==> src/rtl/sgg_pkg.sv <==
package sgg_pkg;

  typedef enum logic [1:0] {
    PH_IDLE  = 2'd0,
    PH_LEAD  = 2'd1,
    PH_XFER  = 2'd2,
    PH_TRAIL = 2'd3
  } phase_t;

  // Replace an illegal zero with a safe fallback
  function automatic int unsigned safe_value(input int unsigned v, input int unsigned fallback);
    return (v == 0) ? fallback : v;
  endfunction

  // Bus cycles per serial clock period for a given ratio
  function automatic int unsigned serial_period(input int unsigned ratio);
    return 2 * (ratio + 1);
  endfunction

  function automatic int unsigned max2(input int unsigned a, input int unsigned b);
    return (a > b) ? a : b;
  endfunction

endpackage

==> src/rtl/sgg_cfg_latch.sv <==
module sgg_cfg_latch #(
  parameter int RATIO_W    = 3,
  parameter int G1_W       = 3,
  parameter int G2_W       = 4,
  parameter int RATIO_SAFE = 7,
  parameter int G2_SAFE    = 1
) (
  input  logic              clk,
  input  logic              rst_n,
  input  logic              accept,
  input  logic [RATIO_W-1:0] ratio_in,
  input  logic [G1_W-1:0]    g1_in,
  input  logic [G2_W-1:0]    g2_in,
  output logic [RATIO_W-1:0] ratio_q,
  output logic [G1_W-1:0]    g1_q,
  output logic [G2_W-1:0]    g2_q
);
  import sgg_pkg::*;

  logic [RATIO_W-1:0] ratio_fix;
  logic [G2_W-1:0]    g2_fix;

  always_comb begin
    ratio_fix = RATIO_W'(safe_value(int'(ratio_in), RATIO_SAFE));
    g2_fix    = G2_W'(safe_value(int'(g2_in), G2_SAFE));
  end

  always_ff @(posedge clk) begin
    if (!rst_n) begin
      ratio_q <= RATIO_W'(RATIO_SAFE);
      g1_q    <= '0;
      g2_q    <= G2_W'(G2_SAFE);
    end else if (accept) begin
      ratio_q <= ratio_fix;
      g1_q    <= g1_in;
      g2_q    <= g2_fix;
    end
  end

  assert_ratio_nonzero_R3: assert property (@(posedge clk) disable iff (!rst_n)
    ratio_q != '0);

  assert_ratio_subst_R3: assert property (@(posedge clk) disable iff (!rst_n)
    accept && ratio_in == '0 |=> ratio_q == RATIO_W'(RATIO_SAFE));

  assert_guard2_subst_R4: assert property (@(posedge clk) disable iff (!rst_n)
    accept && g2_in == '0 |=> g2_q == G2_W'(G2_SAFE));

  assert_hold_cfg_R8: assert property (@(posedge clk) disable iff (!rst_n)
    !accept |=> $stable(ratio_q) && $stable(g2_q) && $stable(g1_q));

endmodule

==> src/rtl/sgg_divider.sv <==
module sgg_divider #(
  parameter int RATIO_W = 3
) (
  input  logic               clk,
  input  logic               rst_n,
  input  logic               run,
  input  logic [RATIO_W-1:0] ratio,
  output logic               sclk,
  output logic               tick
);
  logic [RATIO_W-1:0] cnt;
  logic               wrap;

  assign wrap = (cnt == ratio);
  // a serial period ends when sclk is about to fall
  assign tick = run && sclk && wrap;

  always_ff @(posedge clk) begin
    if (!rst_n) begin
      cnt  <= '0;
      sclk <= 1'b0;
    end else if (!run) begin
      cnt  <= '0;
      sclk <= 1'b0;
    end else if (wrap) begin
      cnt  <= '0;
      sclk <= ~sclk;
    end else begin
      cnt <= cnt + 1'b1;
    end
  end

  assert_idle_low_R5: assert property (@(posedge clk) disable iff (!rst_n)
    !run |=> !sclk);

  assert_tick_falls_R5: assert property (@(posedge clk) disable iff (!rst_n)
    tick |=> !sclk);

  assert_toggle_on_wrap_R5: assert property (@(posedge clk) disable iff (!rst_n)
    run && !wrap |=> $stable(sclk));

endmodule

==> src/rtl/sgg_sequencer.sv <==
module sgg_sequencer #(
  parameter int G1_W     = 3,
  parameter int G2_W     = 4,
  parameter int XFER_LEN = 16
) (
  input  logic            clk,
  input  logic            rst_n,
  input  logic            start,
  input  logic            tick,
  input  logic [G1_W-1:0] g1_now,
  input  logic [G1_W-1:0] g1_q,
  input  logic [G2_W-1:0] g2_q,
  output logic            accept,
  output logic            busy,
  output logic            done,
  output logic            xfer_active
);
  import sgg_pkg::*;

  localparam int MAX_LEN = max2(max2(XFER_LEN, 2 ** G2_W), 2 ** G1_W);
  localparam int CNT_W   = $clog2(MAX_LEN) + 1;

  phase_t           phase;
  logic [CNT_W-1:0] cnt;
  logic [CNT_W-1:0] limit;
  logic             phase_last;

  always_comb begin
    unique case (phase)
      PH_LEAD:  limit = CNT_W'(g1_q);
      PH_XFER:  limit = CNT_W'(XFER_LEN);
      PH_TRAIL: limit = CNT_W'(g2_q);
      default:  limit = '0;
    endcase
  end

  assign accept      = start && (phase == PH_IDLE);
  assign phase_last  = tick && (cnt == limit - 1'b1);
  assign busy        = (phase != PH_IDLE);
  assign xfer_active = (phase == PH_XFER);

  always_ff @(posedge clk) begin
    if (!rst_n) begin
      phase <= PH_IDLE;
      cnt   <= '0;
      done  <= 1'b0;
    end else begin
      done <= 1'b0;
      if (accept) begin
        phase <= (g1_now == '0) ? PH_XFER : PH_LEAD;
        cnt   <= '0;
      end else if (phase_last) begin
        cnt <= '0;
        unique case (phase)
          PH_LEAD:  phase <= PH_XFER;
          PH_XFER:  phase <= PH_TRAIL;
          PH_TRAIL: begin
            phase <= PH_IDLE;
            done  <= 1'b1;
          end
          default:  phase <= PH_IDLE;
        endcase
      end else if (tick) begin
        cnt <= cnt + 1'b1;
      end
    end
  end

  assert_done_single_R7: assert property (@(posedge clk) disable iff (!rst_n)
    done |=> !done);

  assert_done_after_busy_R7: assert property (@(posedge clk) disable iff (!rst_n)
    done |-> !busy && $past(busy));

  assert_xfer_order_R9: assert property (@(posedge clk) disable iff (!rst_n)
    $rose(xfer_active) |-> $past(phase) == PH_LEAD || $past(phase) == PH_IDLE);

  assert_trail_follows_R9: assert property (@(posedge clk) disable iff (!rst_n)
    $fell(xfer_active) |-> phase == PH_TRAIL);

  assert_ignore_start_R8: assert property (@(posedge clk) disable iff (!rst_n)
    busy && start && !phase_last |=> busy);

endmodule

==> src/rtl/sclk_guard_gen.sv <==
module sclk_guard_gen #(
  parameter int RATIO_W    = 3,
  parameter int G1_W       = 3,
  parameter int G2_W       = 4,
  parameter int XFER_LEN   = 16,
  parameter int RATIO_SAFE = 7,
  parameter int G2_SAFE    = 1
) (
  input  logic               clk,
  input  logic               rst_n,
  input  logic               start,
  input  logic [RATIO_W-1:0] cfg_ratio,
  input  logic [G1_W-1:0]    cfg_guard1,
  input  logic [G2_W-1:0]    cfg_guard2,
  output logic               sclk,
  output logic               busy,
  output logic               done,
  output logic               xfer_active,
  output logic [RATIO_W-1:0] act_ratio,
  output logic [G2_W-1:0]    act_guard2
);
  logic            accept;
  logic            tick;
  logic [G1_W-1:0] act_guard1;

  sgg_cfg_latch #(
    .RATIO_W(RATIO_W), .G1_W(G1_W), .G2_W(G2_W),
    .RATIO_SAFE(RATIO_SAFE), .G2_SAFE(G2_SAFE)
  ) u_cfg (
    .clk(clk), .rst_n(rst_n), .accept(accept),
    .ratio_in(cfg_ratio), .g1_in(cfg_guard1), .g2_in(cfg_guard2),
    .ratio_q(act_ratio), .g1_q(act_guard1), .g2_q(act_guard2)
  );

  sgg_divider #(.RATIO_W(RATIO_W)) u_div (
    .clk(clk), .rst_n(rst_n), .run(busy), .ratio(act_ratio),
    .sclk(sclk), .tick(tick)
  );

  sgg_sequencer #(.G1_W(G1_W), .G2_W(G2_W), .XFER_LEN(XFER_LEN)) u_seq (
    .clk(clk), .rst_n(rst_n), .start(start), .tick(tick),
    .g1_now(cfg_guard1), .g1_q(act_guard1), .g2_q(act_guard2),
    .accept(accept), .busy(busy), .done(done), .xfer_active(xfer_active)
  );

  assert_busy_keeps_cfg_R8: assert property (@(posedge clk) disable iff (!rst_n)
    busy && start |=> $stable(act_ratio) && $stable(act_guard2));

  assert_xfer_in_busy_R9: assert property (@(posedge clk) disable iff (!rst_n)
    $rose(xfer_active) |-> $past(busy) || $past(accept));

  assert_start_launch_R6: assert property (@(posedge clk) disable iff (!rst_n)
    accept |=> busy && !sclk);

endmodule

==> config.mk <==
export PLATFORM = sky130hd
export DESIGN_NAME = sclk_guard_gen
export DESIGN_NICKNAME = d
export VERILOG_FILES = /design/src/rtl/sgg_pkg.sv /design/src/rtl/sgg_cfg_latch.sv /design/src/rtl/sgg_divider.sv /design/src/rtl/sgg_sequencer.sv /design/src/rtl/sclk_guard_gen.sv
export SDC_FILE = /design/constraint.sdc
export NUM_CORES = 1
export LEC_CHECK = 0
export ABC_AREA = 1
export BUFFER_PORTS_ARGS = -buffer_cell sky130_fd_sc_hd__buf_4
export CAP_MARGIN = 0
export CORE_MARGIN = 5
export CORE_UTILIZATION = 49
export DETAILED_ROUTE_END_ITERATION = 8
export PLACE_DENSITY = 0.81
export SLEW_MARGIN = 20
export SYNTH_ARGS = -nofsm -noshare
export SYNTH_HDL_FRONTEND = slang
export SYNTH_SLANG_ARGS = --single-unit
export TNS_END_PERCENT = 10
==> constraint.sdc <==
create_clock -name clk -period 2.1 [get_ports clk]
set_clock_uncertainty 0.05 [all_clocks]
set_input_delay 0.21 -clock clk [delete_from_list [all_inputs] [get_ports clk]]
set_output_delay 0.21 -clock clk [all_outputs]
set_load 0.01 [all_outputs]
After elaboration in Yosys (flattened, before gate mapping)
Index checks and enable logic that the tools add are counted.
{"block": "classes", "shifts": 0, "n_div": 0, "add_sub_neg": 3, "mux": 8, "reduce_logical": 14, "n_eq_ne": 5, "order_cmp": 0, "mul": 0, "n_bitwise": 4}
{"operator": "$pmux W5 S3", "count": 1}
{"operator": "$reduce_or A3 Y1", "count": 3}
{"operator": "$logic_not A3 Y1", "count": 2}
{"operator": "$mux W2", "count": 3}
{"operator": "$add A5 B1 Y5 const B", "count": 1}
{"operator": "$eq A5 B5 Y1", "count": 1}
{"operator": "$sub A5 B1 Y5 const B", "count": 1}
{"operator": "$eq A2 B2 Y1 const B", "count": 2}
{"operator": "$logic_and A1 B1 Y1", "count": 4}
{"operator": "$logic_not A4 Y1", "count": 1}
{"operator": "$mux W4", "count": 1}
{"operator": "$not A1 Y1", "count": 4}
{"operator": "$pmux W2 S2", "count": 1}
{"operator": "$reduce_bool A2 Y1", "count": 2}
{"operator": "$add A3 B1 Y3 const B", "count": 1}
{"operator": "$eq A3 B3 Y1", "count": 1}
{"operator": "$mux W3", "count": 1}
{"operator": "$eq A2 B1 Y1 const B", "count": 1}
{"operator": "$logic_not A2 Y1", "count": 1}
{"operator": "$reduce_and A2 Y1", "count": 1}
{"operator": "$mux W1", "count": 1}
{"block": "word_totals", "inputBits": 13, "ramBits": 0, "mem_count": 0, "word_cells": 42, "regBits": 22, "output_inout_bits": 11, "romBits": 0, "latchBits": 0}

Logic depth before layout (Yosys ltp)
Gate-level depths: netlist (run 1).
{"block": "depth", "ltp_word": 7, "mapped_depth": 16, "ltp_nobuf": 16}

By module
From an unflattened synthesis (run 1), not the netlist that was laid out.
{"block": "unflattened", "hier_cells": 189, "hier_area_um2": 1277.5}
{"module": "sgg_sequencer", "seq_area_each_um2": 160.2, "n_inst": 1, "area_each_um2": 668.1, "cells_each": 104}
{"module": "sgg_cfg_latch", "seq_area_each_um2": 200.2, "n_inst": 1, "area_each_um2": 382.9, "cells_each": 52}
{"module": "sgg_divider", "seq_area_each_um2": 80.1, "n_inst": 1, "area_each_um2": 226.5, "cells_each": 33}

Least setup slack after synthesis (run 1)
Ideal clock, no wire load.
{"block": "synth_timing", "path_type": "flip-flop to flip-flop", "from": "reg u_seq.phase[0]", "to": "reg u_seq.phase[0]", "period_less_slack_ps": 2080, "setup_ps": 115, "arrival_time_ps": 1915, "required_time_ps": 1935, "slack_ps": 20, "path_buffers": 0, "path_stages_with_launch": 12, "path_cell_list": "dfxtp_1 > inv_1 > ha_1 > inv_2 > nand2_2 > ha_1 > xnor2_1 > o21ai_0 > nor2_1 > nand3_4 > a21oi_1 > nor2_1"}
{"block": "synth_via", "elab_cells_between_ends": 16, "cone_classes": "add/sub (1); eq/ne (4); mux (4); reduce/logical (7)"}
{"element": "start, declared", "line": "sgg_sequencer.sv:23", "text": "phase_t phase;"}
{"element": "start signal, assigned", "line": "sgg_sequencer.sv:50", "text": "phase <= (g1_now == '0) ? PH_XFER : PH_LEAD;"}
{"element": "$reduce_bool A2 Y1", "line": "sgg_sequencer.sv:39", "text": "assign busy = (phase != PH_IDLE);"}
{"element": "named net busy", "line": "sclk_guard_gen.sv:16", "text": "output logic busy,"}
{"element": "$logic_and A1 B1 Y1 (2 in a row)", "line": "sgg_divider.sv:16", "text": "assign tick = run && sclk && wrap;"}
{"element": "$logic_and A1 B1 Y1", "line": "sgg_sequencer.sv:38", "text": "assign phase_last = tick && (cnt == limit - 1'b1);"}
{"element": "$reduce_bool A2 Y1 (no line)"}
The timed path passes the listed nets, and every way through them passes these cells. The select of a mux whose other input is x is not followed.
A chain may end at the register's enable or synchronous reset.

Worst setup path after layout (run 1)
{"block": "layout_timing", "from": "reg u_seq.phase[1]", "to": "reg u_seq.cnt[2]"}
{"block": "layout_via", "elab_chain_len": 6, "elab_cells_between_ends": 13, "cone_classes": "add/sub (1); eq/ne (4); mux (1); reduce/logical (7)"}
{"element": "$eq A2 B2 Y1 / $eq A2 B1 Y1 (equally long branches)", "line": "sgg_sequencer.sv:29", "text": "unique case (phase)"}
{"element": "$pmux W5 S3", "line": "sgg_sequencer.sv:29"}
{"element": "$sub A5 B1 Y5", "line": "sgg_sequencer.sv:38"}
{"element": "$eq A5 B5 Y1", "line": "sgg_sequencer.sv:38"}
{"element": "$logic_and A1 B1 Y1", "line": "sgg_sequencer.sv:38"}
{"element": "$reduce_or A3 Y1 (no line)"}
{"element": "end signal, assigned", "line": "sgg_sequencer.sv:64", "text": "cnt <= cnt + 1'b1;"}
{"element": "end, declared", "line": "sgg_sequencer.sv:24", "text": "logic [CNT_W-1:0] cnt;"}
Several ways; a longest one is shown, not always the timed one.

==> metrics.txt, run 1 <==
post-placement cell count 224; count of hold-fix buffers inserted at cts 0; first-pass GRT wire length 4.84 mm; DPL Wire Length 2.28 mm; number of fill cells 199; Min-Delay Path Depth 3; share of the yosys chip area belonging to registers 34.3%; die height 61.2 µm; count of pins on the block boundary 24; relative max-transition margin 75.1%; vias after detailed routing 1212; endpoints failing setup 0; number of buffers on the longest clock path 2; weighted congestion at the end of routability-driven global placement 0.881; Worst Hold Margin 0.0826 ns; Worst Path Arrival 2.22 ns; worst ir drop on vdd 0.000451 V; IO buf count 23; met1 routing resource usage after global routing 20.4%; cell area after technology mapping 0.00128 mm²; number of cells on the worst reg-to-reg path 12; most crowded layer after global routing met2; insertion delay to the later sink of the worst-skew pair 0.32 ns; routed wire length per instance 13.7 µm; Syn. warnings 0; number of iterations in the first detailed-routing pass 4; die width 61.2 µm; initial standard-cell utilization of the core 51.4%; Net count, final 220; Critical Path Source Type flip-flop; part of the cycle the worst path needs 97.8%; post-synthesis cell count 169; outcome completed; total global-route track usage 17.1%; Final Hold Viols 0; num rows 18; via-per-instance ratio 5.32; final wirelength 3.13 mm; TritonCTS buffer count 3; routing usage on met3 3.14%; endpoint kind of the worst setup timing path flip-flop; TritonCTS clock tree done; antenna violations before repair 0; Die ar. 0.00375 mm²; antenna violation net count after detailed routing 0; highest clock frequency the design can meet 487 MHz; post-CTS clock slew at the launch and capture registers of the worst setup and hold paths 0.13 ns; via count of the first global-routing pass 1153; postcts setup bufs 0; core outline area 0.00250 mm²; sink count of the clock tree 22; drt drc 0; required time at the worst-slack endpoint 2.27 ns; number of H-tree branching levels 1; number of different library cells in the post-synthesis netlist 29; standby leakage power 0.000772 µW; type of the worst setup path reg -> reg; kind of path behind the tightest hold check in -> reg; count of inserted antenna diode cells 0; fin. max-slew vios 0; non-filler cells, final 228; power consumption 1030 µW; Slew @ Worst Pin 0.373 ns; count of state elements after synthesis 22; maximum fanout encountered on the critical timing path 6; Root Buffer Master sky130_fd_sc_hd__clkbuf_4; Net Count, Synth 190; pin count of the biggest net entering global routing 15; power density cells 638 mW/mm²; fraction of layout cells with a size suffix above 1 33.3%; per-instance average area after synthesis 7.60 µm²; final global-route overflow total 0; violation count after the first detailed-route iteration 46; global routing met2 resource utilization 30.1%; clock period minus final worst setup slack 2.05 ns; synth-to-layout area growth 26.3%; MaxCap Viol Count 0
registers in the layout, indices dropped and copies added (netlist names):
register / count
u_div.sclk: 1
u_seq.cnt: 5
u_div.cnt: 3
u_cfg.g2_q: 4
u_seq.done: 1
u_seq.phase: 2
u_cfg.ratio_q: 3
u_cfg.g1_q: 3
repair_timing:
action	in CTS	in global routing
pin swaps	2	4
setup endpoints to repair	7	7
gates resized for setup	6	17
kinds of logic after synthesis:
family	Yosys count	share of synthesized area [%]
AND/OR/NAND/NOR	80	31.1
AO/OA/AOI/OAI	27	12.4
buffers and inverters	23	8.37
flip-flops	22	34.3
XOR/XNOR	9	6.13
adder cells (fa/ha/maj)	8	7.79
stage by stage:
step	instance area [µm²]	setup TNS, ns	util (%)	setup slack, ns
after global placement	1500	0	60.0	0.107
final	1620	0	64.9	0.0471
after global routing	1620	-0.118	64.9	-0.0262
after detailed placement	1500	-0.268	60.0	-0.0769
after floorplan	1280	0	-	0.0205
after CTS	1550	0	62.1	0.0524
per-layer routing:
layer / part of all wire (%) / wire length (µm)
met5: 0 / 0
met4: 2.0 / 63
met3: 5.7 / 179
met2: 52 / 1640
met1: 40 / 1240
area by class of cell:
cell class / instances / area (µm²) / share of cell area (%)
Clock buffer: 4 / 36.3 / 2.24
Inverter: 20 / 80.1 / 4.93
Multi-Input combinational cell: 124 / 811 / 50.0
Sequential cell: 22 / 448 / 27.6
Tap cell: 30 / 37.5 / 2.31
Timing Repair Buffer: 28 / 210 / 13.0
cell usage after synthesis:
library cell,number,share of area [%]
sky130_fd_sc_hd__buf_6,1,0.88
sky130_fd_sc_hd__inv_1,17,5.0
sky130_fd_sc_hd__nand2_2,4,1.9
sky130_fd_sc_hd__or2_2,1,0.49
sky130_fd_sc_hd__o211ai_1,1,0.58
sky130_fd_sc_hd__nand2_1,37,11
sky130_fd_sc_hd__a31oi_1,1,0.49
sky130_fd_sc_hd__a21o_1,1,0.58
sky130_fd_sc_hd__dfxtp_1,22,34
sky130_fd_sc_hd__nand3_1,7,2.7
sky130_fd_sc_hd__nand3_4,2,2.7
sky130_fd_sc_hd__o21ai_0,12,4.7
sky130_fd_sc_hd__clkbuf_8,1,1.1
sky130_fd_sc_hd__nand4_1,1,0.49
sky130_fd_sc_hd__buf_4,1,0.58
sky130_fd_sc_hd__xnor2_1,8,5.5
sky130_fd_sc_hd__a21oi_2,4,2.7
sky130_fd_sc_hd__nand2_4,1,0.88
sky130_fd_sc_hd__a211oi_1,1,0.58
sky130_fd_sc_hd__xor2_1,1,0.68
sky130_fd_sc_hd__and3_1,1,0.49
sky130_fd_sc_hd__nand4_2,1,0.97
sky130_fd_sc_hd__ha_1,8,7.8
sky130_fd_sc_hd__nor2_1,20,5.8
sky130_fd_sc_hd__nor2_2,1,0.49
sky130_fd_sc_hd__a21oi_1,7,2.7
sky130_fd_sc_hd__nor2_4,1,0.88
sky130_fd_sc_hd__inv_2,3,0.88
sky130_fd_sc_hd__nand3_2,3,2.3
cells in the final DEF (no fill, tap or decap), types with 2 or more instances in the layout:
master,count
sky130_fd_sc_hd__dfxtp_1,20
sky130_fd_sc_hd__ha_4,4
sky130_fd_sc_hd__nand2_1,36
sky130_fd_sc_hd__inv_2,3
sky130_fd_sc_hd__nand2_4,2
sky130_fd_sc_hd__nand2_2,4
sky130_fd_sc_hd__inv_4,2
sky130_fd_sc_hd__a21oi_2,5
sky130_fd_sc_hd__dfxtp_4,2
sky130_fd_sc_hd__xnor2_1,7
sky130_fd_sc_hd__inv_1,15
sky130_fd_sc_hd__o21ai_0,11
sky130_fd_sc_hd__nor2_2,3
sky130_fd_sc_hd__buf_4,28
sky130_fd_sc_hd__nand3_4,2
sky130_fd_sc_hd__a21oi_1,6
sky130_fd_sc_hd__ha_1,4
sky130_fd_sc_hd__nand3_2,3
sky130_fd_sc_hd__clkbuf_4,3
sky130_fd_sc_hd__nor2_1,18
sky130_fd_sc_hd__nand3_1,7
worst max-delay path, stage by stage (launching register included):
cell,delay [ns]
sky130_fd_sc_hd__dfxtp_4,0.39
sky130_fd_sc_hd__inv_4,0.08
sky130_fd_sc_hd__ha_4,0.13
sky130_fd_sc_hd__nand2_1,0.06
sky130_fd_sc_hd__nand2_2,0.10
sky130_fd_sc_hd__nand2_4,0.07
sky130_fd_sc_hd__ha_4,0.26
sky130_fd_sc_hd__xor2_1,0.15
sky130_fd_sc_hd__o21ai_1,0.13
sky130_fd_sc_hd__nor2_2,0.19
sky130_fd_sc_hd__nand3_4,0.14
sky130_fd_sc_hd__nand3_4,0.14
sky130_fd_sc_hd__nor2_2,0.05
report_power, final:
group          switching, µW  internal, µW  total (µW)
clock                    135           106         241
combinational            169           138         307
sequential              34.9           451         486
worst paths after layout:
check / start / slack, ns / end
max: u_seq.phase[1] / 0.05 / u_seq.cnt[2]
min: cfg_ratio[1] / 0.08 / u_cfg.ratio_q[1]
max reg2reg: u_seq.phase[1] / 0.05 / u_seq.cnt[2]
min reg2reg: u_div.cnt[0] / 0.43 / u_div.cnt[0]
No activity file was read; power rests on OpenSTA's default activity.
==> inputs of run 2 (changes only) <==
--- a/config.mk
+++ b/config.mk
@@ -9,9 +9,9 @@
 export BUFFER_PORTS_ARGS = -buffer_cell sky130_fd_sc_hd__buf_4
 export CAP_MARGIN = 0
 export CORE_MARGIN = 5
-export CORE_UTILIZATION = 49
+export CORE_UTILIZATION = 55
 export DETAILED_ROUTE_END_ITERATION = 8
-export PLACE_DENSITY = 0.81
+export PLACE_DENSITY = 0.85
 export SLEW_MARGIN = 20
 export SYNTH_ARGS = -nofsm -noshare
 export SYNTH_HDL_FRONTEND = slang
==> constraint.sdc (replaced) <==
create_clock -name clk -period 2.42 [get_ports clk]
set_clock_uncertainty 0.05 [all_clocks]
set_input_delay 0.242 -clock clk [delete_from_list [all_inputs] [get_ports clk]]
set_output_delay 0.242 -clock clk [all_outputs]
set_load 0.01 [all_outputs]
==> metrics.txt, run 2 (synthesis gave the netlist of run 1 again) <==
area of placed instances 0.00147 mm² (-2.2%); kind of path behind the tightest hold check in -> reg; largest register by flop count u_seq.cnt; final wirelength 2.92 mm (-6.5%); postcts setup bufs 0 (unchanged); Multi-input gate area 747 µm² (-7.9%); Finished Core Util 68.5% (+3.6 points); endpoints failing setup 0 (unchanged); most common cell after layout, fill and taps aside sky130_fd_sc_hd__nand2_1; IO buf count 23 (unchanged); initial standard-cell utilization of the core 58.1% (+6.7 points); die height 58.3 µm (-4.7%); total global-route track usage 19.2% (+2.2 points); number of buffers on the longest clock path 2 (unchanged); Root Buffer Master sky130_fd_sc_hd__clkbuf_4; number of iterations in the first detailed-routing pass 4 (unchanged); highest-count cells in the layout ignoring fill and taps 37 x sky130_fd_sc_hd__nand2_1, 24 x sky130_fd_sc_hd__buf_4, 21 x sky130_fd_sc_hd__dfxtp_1; max FFs per register 5 (unchanged); maximum fanout encountered on the critical timing path 6 (unchanged); MaxCap Viol Count 0 (unchanged); area of all sequential standard cells 442 µm² (-1.4%); number of H-tree branching levels 1 (unchanged); Fin Setup TNS 0 ns (unchanged); final global-route overflow total 0 (unchanged); clock period minus final worst setup slack 2.26 ns (+0.204 ns); Net count, final 216 (-1.8%); Final Hold Viols 0 (unchanged); antenna violations before repair 0 (unchanged); power consumption 845 µW (-18%); relative max-transition margin 75.9% (+0.79 points); TritonCTS buffer count 3 (unchanged); endpoint kind of the worst setup timing path flip-flop; vias after detailed routing 1159 (-4.4%); count of inserted antenna diode cells 0 (unchanged); Sw Ratio 31.6% (-1.1 points); post-CTS clock slew at the launch and capture registers of the worst setup and hold paths 0.13 ns (about the same); Setup WS post-layout 0.163 ns (+0.116 ns); weighted congestion at the end of routability-driven global placement 0.860 (-2.5%); fin. max-slew vios 0 (unchanged); die width 58.3 µm (-4.7%); worst ir drop on vdd 0.000438 V (-2.7%); Worst Path Arrival 2.43 ns (+0.21 ns); count of pins on the block boundary 24 (unchanged); Seq pwr share 49.2% (+2.2 points); synth-to-layout area growth 17.9%; fraction of layout cells with a size suffix above 1 26.8% (-6.5 points); relative contribution of the clock network to total power 24.3% (+1.0 points); standby leakage power 0.000737 µW (-4.6%); Die ar. 0.00340 mm² (-9.2%); post-route design area 0.00152 mm² (-6.6%); antenna violation net count after detailed routing 0 (unchanged); pin count of the biggest net entering global routing 15 (unchanged); type of the worst setup path reg -> reg; via count of the first global-routing pass 1175 (+1.9%); power density cells 557 mW/mm² (-13%); required time at the worst-slack endpoint 2.59 ns (+0.32 ns); first-pass GRT wire length 5.15 mm (+6.3%); routed wire length per instance 13.2 µm (-4.0%); Setup WS pre-CTS 0.0422 ns (+0.119 ns); Comb power frac 26.5% (-3.2 points); TritonCTS clock tree done; part of the cycle the worst path needs 93.2% (-4.5 points); outcome completed; core outline area 0.00221 mm² (-12%); via-per-instance ratio 5.22 (-1.8%); violation count after the first detailed-route iteration 45 (-2.2%); insertion delay to the later sink of the worst-skew pair 0.31 ns (about the same); sink count of the clock tree 22 (unchanged); Critical Path Source Type flip-flop; Slew @ Worst Pin 0.361 ns (-0.0118 ns); unrepaired setup endpoints after global routing no; largest registers u_seq.cnt x5, u_cfg.g2_q x4; switching power 267 µW (-21%); num rows 17 (-1); number of fill cells 183 (-8.0%); highest clock frequency the design can meet 443 MHz (-9.0%); DPL Wire Length 2.36 mm (+3.6%); drt drc 0 (unchanged); cell-internal power 578 µW (-17%)
==> run 2: cell count changes in the layout (fill, tap and decap cells not counted), sizes merged <==
cell / delta
buf: -4
==> run 2: area by class of cell <==
class	count	area share, %
tap	28	2.31
multi-input combinational	124	49.3
inverter	20	4.95
timing repair buffer	24	11.9
sequential	22	29.1
clock buffer	4	2.39
==> run 2: final timing paths <==
kind	to	slack (ns)	start	cells past startpoint
max reg2reg	u_seq.phase[0]	0.16	u_seq.phase[1]	11
min	u_cfg.g2_q[1]	0.12	cfg_guard2[1]	3
min reg2reg	u_cfg.g1_q[1]	0.43	u_cfg.g1_q[1]	2
max	u_seq.phase[0]	0.16	u_seq.phase[1]	11
==> run 2: critical path, stage by stage (launching register included) <==
cell                      delay (ns)
sky130_fd_sc_hd__dfxtp_2        0.40
sky130_fd_sc_hd__ha_1           0.26
sky130_fd_sc_hd__nand2_1        0.11
sky130_fd_sc_hd__nand2_2        0.10
sky130_fd_sc_hd__nand2_2        0.08
sky130_fd_sc_hd__ha_1           0.25
sky130_fd_sc_hd__xnor2_2        0.20
sky130_fd_sc_hd__o21ai_0        0.13
sky130_fd_sc_hd__nor2_1         0.19
sky130_fd_sc_hd__nand3_4        0.15
sky130_fd_sc_hd__a21oi_1        0.17
sky130_fd_sc_hd__nor2_1         0.06
==> run 2: metrics by stage <==
step / instances / hold slack (ns)
global placement: 218 / 0.394
detailed placement: 218 / 0.410
finish: 222 / 0.124
global route: 222 / 0.131
floorplan: 169 / 0.330
CTS: 222 / 0.115
==> run 2: per-layer routing <==
metal	global-route usage, %	share of wire, %
met5	0	0
met3	2.41	4.1
met4	10.3	2.7
met2	33.0	50
met1	23.1	43
==> run 2: repair_timing <==
action,in CTS,in global routing
endpoints found under the setup margin,0,8
resized for setup,0,3
hold buffers,0,0
==> run 2: power by group through the flow <==
stage	registers (µW)	clock network (µW)	logic (µW)
finish	415	206	224
global route	420	229	247
CTS	414	215	223
detailed placement	422	0	221
global placement	420	0	211
floorplan	424	0	144
==> inputs of run 3 (changes only) <==
--- a/config.mk
+++ b/config.mk
@@ -11,7 +11,7 @@
 export CORE_MARGIN = 5
 export CORE_UTILIZATION = 55
 export DETAILED_ROUTE_END_ITERATION = 8
-export PLACE_DENSITY = 0.85
+export PLACE_DENSITY = 0.78
 export SLEW_MARGIN = 20
 export SYNTH_ARGS = -nofsm -noshare
 export SYNTH_HDL_FRONTEND = slang
==> metrics.txt, run 3 (synthesis gave the netlist of run 1 again) <==
TritonCTS buffer count 3 (unchanged); relative contribution of the clock network to total power 20.7% (-3.6 points); endpoints failing setup 0 (unchanged); TritonCTS clock tree done; unrepaired setup endpoints after global routing no; post-placement cell count 218 (unchanged); standby leakage power 0.000730 µW (-0.99%); Multi-input gate area 747 µm² (unchanged); worst ir drop on vdd 0.000406 V (-7.3%); Root Buffer Master sky130_fd_sc_hd__clkbuf_4; antenna violation net count after detailed routing 0 (unchanged); first-pass GRT wire length 4.57 mm (-11%); switching power 255 µW (-4.5%); largest register by flop count u_seq.cnt; initial standard-cell utilization of the core 58.1% (unchanged); Critical Path Source Type flip-flop; die width 58.3 µm (unchanged); total global-route track usage 17.4% (-1.9 points); antenna violations before repair 0 (unchanged); Net count, final 216 (unchanged); worst hold path endpoint u_cfg.g1_q[2]; Seq pwr share 52.0% (+2.8 points); required time at the worst-slack endpoint 2.59 ns (about the same); clock period minus final worst setup slack 2.21 ns (-0.0501 ns); die height 58.3 µm (unchanged); Worst Hold Margin 0.126 ns (+0.00238 ns); Finished Core Util 67.9% (-0.62 points); type of the worst setup path reg -> reg; pin count of the biggest net entering global routing 15 (unchanged); via-per-instance ratio 5.02 (-3.9%); largest registers u_seq.cnt x5, u_cfg.g2_q x4; startpoint of the lowest-slack register-to-register path u_seq.phase[1]; slowest CP cell sky130_fd_sc_hd__dfxtp_1; R2R Setup Slk 0.21 ns (+0.05 ns); maximum fanout encountered on the critical timing path 6 (unchanged); endpoint kind of the worst setup timing path flip-flop; Slowest Stage Delay on Critical Path 0.42 ns (+0.02 ns); sink count of the clock tree 22 (unchanged); number of buffers on the longest clock path 2 (unchanged); count of inserted antenna diode cells 0 (unchanged); Setup WS post-layout 0.214 ns (+0.0501 ns); Final Hold Viols 0 (unchanged); count of hold-fix buffers inserted at cts 0 (unchanged); part of the cycle the worst path needs 91.2% (-2.1 points); cell-internal power 544 µW (-5.9%); non-filler cells, final 221 (-0.45%); number of fill cells 196 (+7.1%); Comb power frac 27.4% (+0.9 points); Die ar. 0.00340 mm² (unchanged); kind of path behind the tightest hold check in -> reg; DPL Wire Length 2.17 mm (-8.0%); highest clock frequency the design can meet 453 MHz (+2.3%); relative max-transition margin 76.2% (+0.30 points); Sw Ratio 31.9% (+0.32 points); Critical Path, Cell by Cell ha_1 -> nand2_1 -> nand2_2 -> nand2_2 -> ha_1 -> xor2_1 -> o21ai_0 -> nor2_1 -> nand3_4 -> a21oi_1 -> nor2_1; synth-to-layout area growth 16.8%; area of all sequential standard cells 442 µm² (unchanged); Fin Setup TNS 0 ns (unchanged); number of cells on the worst reg-to-reg path 11 (unchanged); weighted congestion at the end of routability-driven global placement 0.790 (-8.1%); number of H-tree branching levels 1 (unchanged); IO buf count 23 (unchanged); violation count after the first detailed-route iteration 21 (-53%); Min-Delay Path Depth 3 (unchanged); outcome completed; count of pins on the block boundary 24 (unchanged); number of iterations in the first detailed-routing pass 4 (unchanged); final global-route overflow total 0 (unchanged); post-CTS clock slew at the launch and capture registers of the worst setup and hold paths 0.12 ns (about the same); launch point of the worst hold path cfg_guard1[2]; fraction of layout cells with a size suffix above 1 26.4% (-0.38 points); power density cells 532 mW/mm² (-4.6%); MaxCap Viol Count 0 (unchanged); r2r endpoint u_seq.phase[0]; insertion delay to the later sink of the worst-skew pair 0.31 ns (about the same); routed wire length per instance 12.0 µm (-8.5%); num rows 17 (unchanged); drt drc 0 (unchanged); final wirelength 2.66 mm (-8.9%); highest-count cells in the layout ignoring fill and taps 37 x sky130_fd_sc_hd__nand2_1, 24 x sky130_fd_sc_hd__buf_4, 21 x sky130_fd_sc_hd__dfxtp_1; Worst Path Arrival 2.38 ns (-0.05 ns); Setup WS pre-CTS 0.107 ns (+0.0653 ns); vias after detailed routing 1109 (-4.3%); most common cell after layout, fill and taps aside sky130_fd_sc_hd__nand2_1; via count of the first global-routing pass 1077 (-8.3%); Slew @ Worst Pin 0.357 ns (-0.00451 ns); max FFs per register 5 (unchanged); core outline area 0.00221 mm² (unchanged); fin. max-slew vios 0 (unchanged)
run 3: cell types whose count changed in the layout (fill, tap and decap cells not counted), sizes merged:
cell | before | now
clkbuf | 4 | 3
run 3: through the flow:
step,total power [µW],instance area (µm²)
after floorplan,568,1280
after global placement,632,1470
after detailed placement,640,1470
after CTS,805,1490
after global routing,852,1500
final,799,1500
run 3: timing repair:
item	in CTS	in global routing
setup buffers	0	0
resized for setup	0	3
endpoints found under the hold margin	0	0
setup endpoints to repair	0	7
run 3: worst max-delay path, delay by kind of cell, from the launching register on:
kind	cells	cell delay, ns
AO/OA/AOI/OAI	2	0.27
XOR/XNOR	1	0.14
adder cells (fa/ha/maj)	2	0.57
flip-flops	1	0.42
AND/OR/NAND/NOR	6	0.66
run 3: layout make-up:
class | count | share of cell area, %
multi-input cells | 124 | 49.7
repair buffers | 24 | 12.0
inverters | 20 | 5.00
flip-flops and latches | 22 | 29.4
clock buffers | 3 | 1.50
well taps | 28 | 2.33
run 3: how the worst max path moves through the flow:
| stage | from | to | slack [ns] | cells after the start |
|---|---|---|---|---|
| final | u_seq.phase[1] | u_seq.phase[0] | 0.21 | 11 |
| after CTS | u_seq.phase[0] | u_seq.phase[0] | 0.09 | 11 |
| after detailed placement | u_seq.phase[0] | u_seq.phase[0] | 0.11 | 11 |
| after floorplan | u_seq.phase[0] | u_seq.phase[0] | 0.34 | 11 |
| after global routing | u_seq.phase[1] | u_seq.phase[0] | 0.008 | 11 |
| after global placement | u_seq.phase[0] | u_seq.phase[0] | 0.29 | 11 |
run 3: power by group through the flow:
| stage | Sequential (µW) | Clock (µW) | Combinational, µW |
|---|---|---|---|
| after floorplan | 424 | 0 | 144 |
| after global placement | 421 | 0 | 212 |
| after detailed placement | 422 | 0 | 218 |
| after CTS | 414 | 172 | 218 |
| after global routing | 420 | 190 | 242 |
| final | 415 | 165 | 219 |
run 3: routing by layer:
layer	vias up	global-route usage (%)	share of wire, %
li1	587	-	-
met1	492	20.1	45
met5	-	0	0
met3	6	3.07	3.8
met4	0	8.28	2.2
met2	24	30.6	49
